**config.mk**
```make
export PLATFORM = sky130hd
export DESIGN_NAME = irq_vec_ctrl
export DESIGN_NICKNAME = d
export VERILOG_FILES = /design/src/rtl/irq_vec_pkg.sv /design/src/rtl/irq_pin_detect.sv /design/src/rtl/irq_en_reg.sv /design/src/rtl/irq_arbiter.sv /design/src/rtl/irq_vec_ctrl.sv
export SDC_FILE = /design/constraint.sdc
export NUM_CORES = 1
export LEC_CHECK = 0
export ABC_AREA = 1
export BUFFER_PORTS_ARGS = -buffer_cell sky130_fd_sc_hd__buf_4
export CAP_MARGIN = 5
export CORE_MARGIN = 2
export CORE_UTILIZATION = 44
export DETAILED_ROUTE_END_ITERATION = 12
export PLACE_DENSITY_LB_ADDON = 0.25
export SLEW_MARGIN = 10
export SYNTH_ARGS = -nofsm -noshare
export SYNTH_HDL_FRONTEND = slang
export SYNTH_SLANG_ARGS = --single-unit
```
**constraint.sdc**
```tcl
create_clock -name clk_i -period 1.5 [get_ports clk_i]
set_input_delay 0 -clock clk_i [delete_from_list [all_inputs] [get_ports clk_i]]
set_output_delay 0 -clock clk_i [all_outputs]
set_load 0.01 [all_outputs]
```
**src/rtl/irq_vec_pkg.sv**
```systemverilog
package irq_vec_pkg;
  localparam int NUM_SRC   = 5;
  localparam int NUM_PINS  = 2;
  localparam int EN_W      = 8;
  localparam int VEC_W     = 16;
  localparam int GLB_BIT   = 7;
  localparam int IDX_W     = $clog2(NUM_SRC);
  localparam logic [EN_W-1:0]  EN_MASK   = 8'h9F;
  localparam logic [VEC_W-1:0] RESET_VEC = 16'h0000;

  // Source indices double as priority (0 highest).
  localparam int SRC_EXT0 = 0;
  localparam int SRC_TMR0 = 1;
  localparam int SRC_EXT1 = 2;
  localparam int SRC_CCA  = 3;
  localparam int SRC_SER  = 4;

  // Handler slots are 8 bytes apart, starting at 3.
  function automatic logic [VEC_W-1:0] vec_of(input int idx);
    return VEC_W'(8 * idx + 3);
  endfunction
endpackage

```
**src/rtl/irq_pin_detect.sv**
```systemverilog
module irq_pin_detect #(
  parameter int SYNC_STAGES = 2
) (
  input  logic clk_i,
  input  logic rst_ni,
  input  logic pin_ni,
  input  logic edge_mode_i,
  input  logic clr_i,
  output logic pend_o
);
  logic [SYNC_STAGES-1:0] sync_q;
  logic pin_s, prev_q, flag_q, fall;

  always_ff @(posedge clk_i or negedge rst_ni) begin
    if (!rst_ni) begin
      sync_q <= '1;
      prev_q <= 1'b1;
    end else begin
      sync_q <= {sync_q[SYNC_STAGES-2:0], pin_ni};
      prev_q <= pin_s;
    end
  end

  assign pin_s = sync_q[SYNC_STAGES-1];
  assign fall  = prev_q & ~pin_s;

  // A new edge wins over a clear arriving in the same cycle.
  always_ff @(posedge clk_i or negedge rst_ni) begin
    if (!rst_ni)          flag_q <= 1'b0;
    else if (!edge_mode_i) flag_q <= 1'b0;
    else if (fall)        flag_q <= 1'b1;
    else if (clr_i)       flag_q <= 1'b0;
  end

  assign pend_o = edge_mode_i ? flag_q : ~pin_s;


  edge_latch_chk: assert property (@(posedge clk_i) disable iff (!rst_ni)
    edge_mode_i && fall |=> flag_q || !edge_mode_i);


  edge_clear_chk: assert property (@(posedge clk_i) disable iff (!rst_ni)
    edge_mode_i && clr_i && !fall |=> !flag_q);
endmodule

```
**src/rtl/irq_en_reg.sv**
```systemverilog
module irq_en_reg
  import irq_vec_pkg::*;
(
  input  logic            clk_i,
  input  logic            rst_ni,
  input  logic            wr_i,
  input  logic [EN_W-1:0] wdata_i,
  output logic [EN_W-1:0] en_o
);
  logic [EN_W-1:0] en_q;

  always_ff @(posedge clk_i or negedge rst_ni) begin
    if (!rst_ni)   en_q <= '0;
    else if (wr_i) en_q <= wdata_i & EN_MASK;
  end

  assign en_o = en_q;


  en_write_chk: assert property (@(posedge clk_i) disable iff (!rst_ni)
    wr_i |=> en_o == ($past(wdata_i) & EN_MASK));


  en_hold_chk: assert property (@(posedge clk_i) disable iff (!rst_ni)
    !wr_i |=> $stable(en_o));
endmodule

```
**src/rtl/irq_arbiter.sv**
```systemverilog
module irq_arbiter
  import irq_vec_pkg::*;
(
  input  logic               clk_i,
  input  logic               rst_ni,
  input  logic [NUM_SRC-1:0] pend_i,
  input  logic               ack_i,
  input  logic               ret_i,
  output logic               req_o,
  output logic [VEC_W-1:0]   vec_o,
  output logic [NUM_SRC-1:0] clr_o
);
  logic [IDX_W-1:0] win_idx, src_q;
  logic             found, req_q, busy_q, take;
  logic [VEC_W-1:0] vec_q;

  always_comb begin
    win_idx = '0;
    for (int i = NUM_SRC - 1; i >= 0; i--)
      if (pend_i[i]) win_idx = IDX_W'(i);
  end

  assign found = |pend_i;
  assign take  = req_q & ack_i;

  always_ff @(posedge clk_i or negedge rst_ni) begin
    if (!rst_ni) begin
      req_q  <= 1'b0;
      busy_q <= 1'b0;
      src_q  <= '0;
      vec_q  <= RESET_VEC;
    end else if (take) begin
      req_q  <= 1'b0;
      busy_q <= 1'b1;
    end else if (busy_q) begin
      if (ret_i) busy_q <= 1'b0;
    end else if (!req_q && found) begin
      req_q <= 1'b1;
      src_q <= win_idx;
      vec_q <= vec_of(int'(win_idx));
    end
  end

  for (genvar i = 0; i < NUM_SRC; i++) begin : g_clr
    assign clr_o[i] = take & (src_q == IDX_W'(i));
  end

  assign req_o = req_q;
  assign vec_o = vec_q;


  vec_hold_chk: assert property (@(posedge clk_i) disable iff (!rst_ni)
    req_q && !ack_i |=> req_q && $stable(vec_q));


  no_nest_chk: assert property (@(posedge clk_i) disable iff (!rst_ni)
    busy_q && !ret_i |=> !req_q);


  ack_drop_chk: assert property (@(posedge clk_i) disable iff (!rst_ni)
    take |=> !req_q && busy_q);


  top_prio_chk: assert property (@(posedge clk_i) disable iff (!rst_ni)
    $rose(req_q) && $past(pend_i[SRC_EXT0]) |-> vec_q == 16'h0003);


  prompt_req_chk: assert property (@(posedge clk_i) disable iff (!rst_ni)
    !req_q && !busy_q && found |=> req_q);

  clr_onehot_chk: assert property (@(posedge clk_i) disable iff (!rst_ni)
    $onehot0(clr_o));
endmodule

```
**src/rtl/irq_vec_ctrl.sv**
```systemverilog
module irq_vec_ctrl
  import irq_vec_pkg::*;
#(
  parameter int SYNC_STAGES = 2
) (
  input  logic                clk_i,
  input  logic                rst_ni,
  input  logic [NUM_PINS-1:0] ext_ni,
  input  logic [NUM_PINS-1:0] ext_edge_i,
  input  logic                tmr0_flag_i,
  input  logic                cca_flag_i,
  input  logic                ser_flag_i,
  input  logic                tmr1_flag_i,
  input  logic                en_wr_i,
  input  logic [EN_W-1:0]     en_wdata_i,
  output logic [EN_W-1:0]     en_rdata_o,
  output logic                irq_req_o,
  output logic [VEC_W-1:0]    irq_vec_o,
  input  logic                irq_ack_i,
  input  logic                irq_ret_i
);
  logic [EN_W-1:0]     en_q;
  logic [NUM_SRC-1:0]  pend, pend_m, clr;
  logic [NUM_PINS-1:0] pin_pend;
  logic                glb_en;

  irq_en_reg u_en (
    .clk_i   (clk_i),
    .rst_ni  (rst_ni),
    .wr_i    (en_wr_i),
    .wdata_i (en_wdata_i),
    .en_o    (en_q)
  );

  // Pins occupy the even source slots 0 and 2.
  for (genvar p = 0; p < NUM_PINS; p++) begin : g_pin
    localparam int SI = 2 * p;
    irq_pin_detect #(.SYNC_STAGES(SYNC_STAGES)) u_pin (
      .clk_i       (clk_i),
      .rst_ni      (rst_ni),
      .pin_ni      (ext_ni[p]),
      .edge_mode_i (ext_edge_i[p]),
      .clr_i       (clr[SI]),
      .pend_o      (pin_pend[p])
    );
  end

  always_comb begin
    pend           = '0;
    pend[SRC_EXT0] = pin_pend[0];
    pend[SRC_TMR0] = tmr0_flag_i;
    pend[SRC_EXT1] = pin_pend[1];
    pend[SRC_CCA]  = cca_flag_i;
    pend[SRC_SER]  = ser_flag_i | tmr1_flag_i;
  end

  assign glb_en = en_q[GLB_BIT];
  assign pend_m = glb_en ? (pend & en_q[NUM_SRC-1:0]) : '0;

  irq_arbiter u_arb (
    .clk_i  (clk_i),
    .rst_ni (rst_ni),
    .pend_i (pend_m),
    .ack_i  (irq_ack_i),
    .ret_i  (irq_ret_i),
    .req_o  (irq_req_o),
    .vec_o  (irq_vec_o),
    .clr_o  (clr)
  );

  assign en_rdata_o = en_q;


  glb_gate_chk: assert property (@(posedge clk_i) disable iff (!rst_ni)
    !glb_en |=> !$rose(irq_req_o));


  shared_src_chk: assert property (@(posedge clk_i) disable iff (!rst_ni)
    $rose(irq_req_o) && $past(pend_m == (NUM_SRC'(1) << SRC_SER)) |-> irq_vec_o == 16'h0023);


  unused_bits_chk: assert property (@(posedge clk_i) disable iff (!rst_ni)
    en_rdata_o[6:5] == 2'b00);
endmodule

```
### Word-level counts from Yosys, hierarchy flattened

Cells that the tools add are included.

| cells by class | value |
|---|---|
| bitwise logic cells | 11 |
| equal/unequal tests | 4 |
| add/subtract/negate cells | 1 |
| multiplexer cells | 20 |
| reductions and logical operators | 7 |

Operators by type and width:

| cell | count |
|---|---|
| $mux W3 | 5 |
| $mux W1 | 14 |
| $add A6 B2 Y7 const B | 1 |
| $ne A3 B1 Y1 const B | 2 |
| $and A1 B1 Y1 | 5 |
| $and A5 B5 Y5 | 1 |
| $mux W5 | 1 |
| $reduce_or A5 Y1 | 1 |
| $not A1 Y1 | 4 |
| $eq A3 B2 Y1 const B | 1 |
| $logic_not A3 Y1 | 1 |
| $reduce_and A3 Y1 | 1 |
| $ne A2 B2 Y1 const B | 1 |
| $reduce_and A2 Y1 | 1 |
| $reduce_bool A2 Y1 | 1 |
| $logic_and A1 B1 Y1 | 1 |
| $logic_not A1 Y1 | 1 |
| $or A1 B1 Y1 | 1 |

| storage, ports and cells | value |
|---|---|
| flip-flop bits (word level) | 35 |
| bits of input ports | 21 |

### Depth between registers and ports, before layout

| logic depth | value |
|---|---|
| word-level depth | 10 |
| gate-level depth with buffers | 7 |

### By module

A second synthesis with hierarchy kept.

| unflattened totals | value |
|---|---|
| cell total of the unflattened synthesis | 120 |
| area, all modules | 978.4 um2 |

Modules (own cells, without submodules):

| module | area an instance (um2) | times used | cells an instance |
|---|---|---|---|
| irq_arbiter | 425.4 | 1 | 58 |
| irq_pin_detect | 133.9 | 2 | 11 |
| irq_en_reg | 240.2 | 1 | 28 |
| irq_vec_ctrl | 45.0 | 1 | 12 |

### Worst setup path after synthesis

Ideal clock, no wire load.

| timing path | value |
|---|---|
| kind | register -> register |
| from | reg g_pin[1].u_pin.sync_q[1] |
| to | reg u_arb.req_q, in the netlist u_arb.req_o |
| setup slack | 0.392 ns |
| buffers on the path | 0 |
| stages on the path, launching flop included | 6 |
| clock period less this slack | 1.108 ns |
| required time | 1.379 ns |
| data arrival time | 0.986 ns |
| cells stage by stage | dfstp_2 > o21ai_1 > a21oi_2 > nand3_1 > nand2_1 > o21ai_1 |

| on the way | value |
|---|---|
| cells in the longest elaborated chain, start to end | 8 |

Ends and longest elaborated chain:

| what | RTL line | RTL |
|---|---|---|
| start, declared | irq_pin_detect.sv:11 | `logic [SYNC_STAGES-1:0] sync_q;` |
| start signal, assigned | irq_pin_detect.sv:19 | `sync_q <= {sync_q[SYNC_STAGES-2:0], pin_ni};` |
| $not A1 Y1 | irq_pin_detect.sv:35 | `assign pend_o = edge_mode_i ? flag_q : ~pin_s;` |
| $mux W1 | irq_pin_detect.sv:35 |  |
| $and A5 B5 Y5 | irq_vec_ctrl.sv:58 | `assign pend_m = glb_en ? (pend & en_q[NUM_SRC-1:0]) : '0;` |
| $mux W5 | irq_vec_ctrl.sv:58 |  |
| $reduce_or A5 Y1 | irq_arbiter.sv:23 | `assign found = \|pend_i;` |
| $logic_and A1 B1 Y1 | irq_arbiter.sv:37 | `end else if (!req_q && found) begin` |
| $reduce_bool A2 Y1 (no line) | n/a |  |
| $reduce_and A2 Y1 (no line) | n/a |  |
| end signal, assigned | irq_arbiter.sv:28 | `req_q <= 1'b0;` |
| end signal, assigned | irq_arbiter.sv:33 | `req_q <= 1'b0;` |
| end signal, assigned | irq_arbiter.sv:38 | `req_q <= 1'b1;` |
| end, declared | irq_arbiter.sv:14 | `logic found, req_q, busy_q, take;` |

Every way passes these cells.
A chain may end at the register's enable or synchronous reset.

### Worst setup path after layout

| timing path | value |
|---|---|
| from | in en_wr_i |
| to | reg u_en.en_q[2], in the netlist u_en.en_o[2] |

RTL lines:

| what | RTL line | RTL |
|---|---|---|
| start, declared | irq_vec_ctrl.sv:14 | `input logic en_wr_i,` |
| end signal, assigned | irq_en_reg.sv:14 | `else if (wr_i) en_q <= wdata_i & EN_MASK;` |
| end, declared | irq_en_reg.sv:10 | `logic [EN_W-1:0] en_q;` |

No word-level cell between the ends.

==> impl_metrics.toml <==
[clock_tree]
cts_made_buffers = 3
clk_latency_ns = 0.30
ctsHtreeMaxLevel = 1
cts.path.max_buffers = 2
path_clk_slew_ns = 0.11
cts_tree = "done"
cts_setup_buffers = 0
root_buffer = "clkbuf_4"
cts.sinks = 20

[worst_setup_path]
path_buf_inv = 3
crit_family = "buffers and inverters"
worstPathCellList = "dlygate4sd3_1 -> buf_4 -> mux2_2 -> dlygate4sd3_1"
cpMostUsedCell = "dlygate4sd3_1"
crit_cells = 4
cp_max_fo = 8
r2r_cells = 2
start_kind = "input port"
r2r_start = "u_en.en_o[2]"
required_ns = 1.70
critPathKind = "input port to register"
slowest_delay_ns = 0.56
cp_slowest_cell = "dlygate4sd3_1"
end_kind = "register"
cp_data_arrival_time_ns = 1.59
startpoint = "en_wr_i"

[timing]
setup_tns_ns = 0
finalMaxSlewViolations = 0
clock_skew_ns = 0.00675
hold_violations = 0
setup_viol = 0
rsz0062_at_grt = "no"
period_needed_ns = 1.40
min_period_over_period = 0.931
max_freq_ghz = 0.716

[die]
ios = 46
start_util = 0.478
die_h_um = 50.6
coreArea_um2 = 2000
rows = 16
dieArea_um2 = 2560
dieWidth_um = 50.6

[detailed_routing]
ant_nets = 0
drt-wirelength-per-cell_um = 10.8
num_vias = 761
drc_errors = 0
drt_wl_total_um = 1840
drt-pass1-iter-count = 4
drt_iter0_drc = 6
viasPerCell = 4.48

[global_route]
antenna_found_initial = 0
grt_util_met1 = 0.193
gr-total-overflow = 0
grt_use_met3 = 0.0179
grtUsageMet2 = 0.292
grt_pass1_wl_um = 3090
grt_usage = 0.163
grt_max_degree = 21
busiest_layer = "met2"
grt_pass1_vias = 728

[power]
ir_drop_mv = 0.842
power_uw = 1390
leakagePower_uw = 0.000666
p_per_area_nw_per_um2 = 1030

[yosys]
ys_warn_count = 0
syn_inst = 95
avgSynthCellArea_um2 = 10.1
ys_ff_latch = 20
synth_cell_types = 23
syn-cell-area_um2 = 956
ys_seq_area_frac = 0.531

[placed_design]
dpl.hpwl_um = 1320
portBuffers = 30
finalWeightedCongestion = 0.703

[worst_hold_path]
hold_class = "input port to async pin"

[layout]
drive_above_1_share = 0.364
layout_common_cells = "buf_4, dlygate4sd3_1, nand2_1"
nNetsFinal = 166
n_antenna_cell = 0
syn2layout_area_growth_pct = 41.5
final_common_cell = "buf_4"

[status]
status = "completed"

[flow_run]
cap_violations = 0
cells by family after synthesis:
group                  Yosys count  share of synthesized area
buffers and inverters           24                      0.151
other                            1                    0.00392
and+or+nand+nor                 33                      0.175
AOI/OAI and AO/OA               13                     0.0916
DFF                             20                      0.531
muxes                            4                     0.0471
layer usage:
layer | up-vias | share of wire
li1 | 379 | -
met1 | 354 | 0.40
met2 | 23 | 0.54
met3 | 5 | 0.039
met4 | 0 | 0.021
met5 | - | 0
where the power goes:
group | switching, uW | internal [uW] | total (uW)
registers | 80.7 | 631 | 712
logic | 212 | 215 | 427
clock network | 156 | 93.7 | 250
cell type report:
class | count | area, um^2
Timing Repair Buffer | 48 | 405
Clock buffer | 3 | 22.5
Sequential cell | 20 | 508
Fill cell | 163 | 649
Inverter | 9 | 33.8
Multi-Input combinational cell | 63 | 349
Tap cell | 27 | 33.8
through the flow:
step / cells / utilization / worst slack [ns] / hold slack, ns / cell area (um^2)
2_1_floorplan: 107 / - / 0.392 / -0.296 / 1000
4_1_cts: 170 / 0.676 / 0.149 / 0.0947 / 1350
5_1_grt: 170 / 0.676 / 0.0573 / 0.114 / 1350
3_5_place_dp: 149 / 0.574 / 0.281 / -0.111 / 1150
3_3_place_gp: 149 / 0.574 / 0.304 / -0.112 / 1150
6_report: 170 / 0.676 / 0.103 / 0.0952 / 1350
synthesized netlist by cell type:
cell,n,share of area
nor2_2,2,0.013
a21oi_4,1,0.017
dfrtp_1,14,0.37
nor2_4,1,0.012
buf_2,1,0.0052
o21ai_0,5,0.026
a21oi_1,1,0.0052
a21boi_1,1,0.0079
inv_1,9,0.035
a31oi_1,1,0.0065
nand3b_1,3,0.024
buf_4,14,0.11
dfstp_2,6,0.16
nand2_2,3,0.020
mux2_2,4,0.047
nor2_1,1,0.0039
nor4_1,2,0.013
nand3_1,6,0.031
conb_1,1,0.0039
o21ai_2,1,0.0092
a21oi_2,1,0.0092
o21ai_1,2,0.010
nand2_1,15,0.059
flip-flops by register name, indices dropped and copies added, names as in the netlist:
register,count
g_pin.u_pin.flag_q,2
g_pin.u_pin.prev_q,2
g_pin.u_pin.sync_q,4
u_arb.busy_q,1
u_arb.req_o,1
u_arb.src_q,3
u_arb.vec_o,1
u_en.en_o,6
path summary, 6_finish.rpt:
check	endpoint	slack, ns
max in group asynchronous	g_pin[0].u_pin.sync_q[1]	1.14
setup reg to reg	u_en.en_o[2]	0.16
setup / recovery	u_en.en_o[2]	0.10
hold reg to reg	g_pin[0].u_pin.sync_q[1]	0.36
min in group clk_i	u_arb.src_q[0]	0.11
hold / removal	u_en.en_o[7]	0.1
timing repair:
action                    4_1_cts  5_1_grt
hold endpoints to repair       32        0
hold buffers                   18        0
resized for setup               0        0
Note: power is estimated with default switching activity, not from simulation.
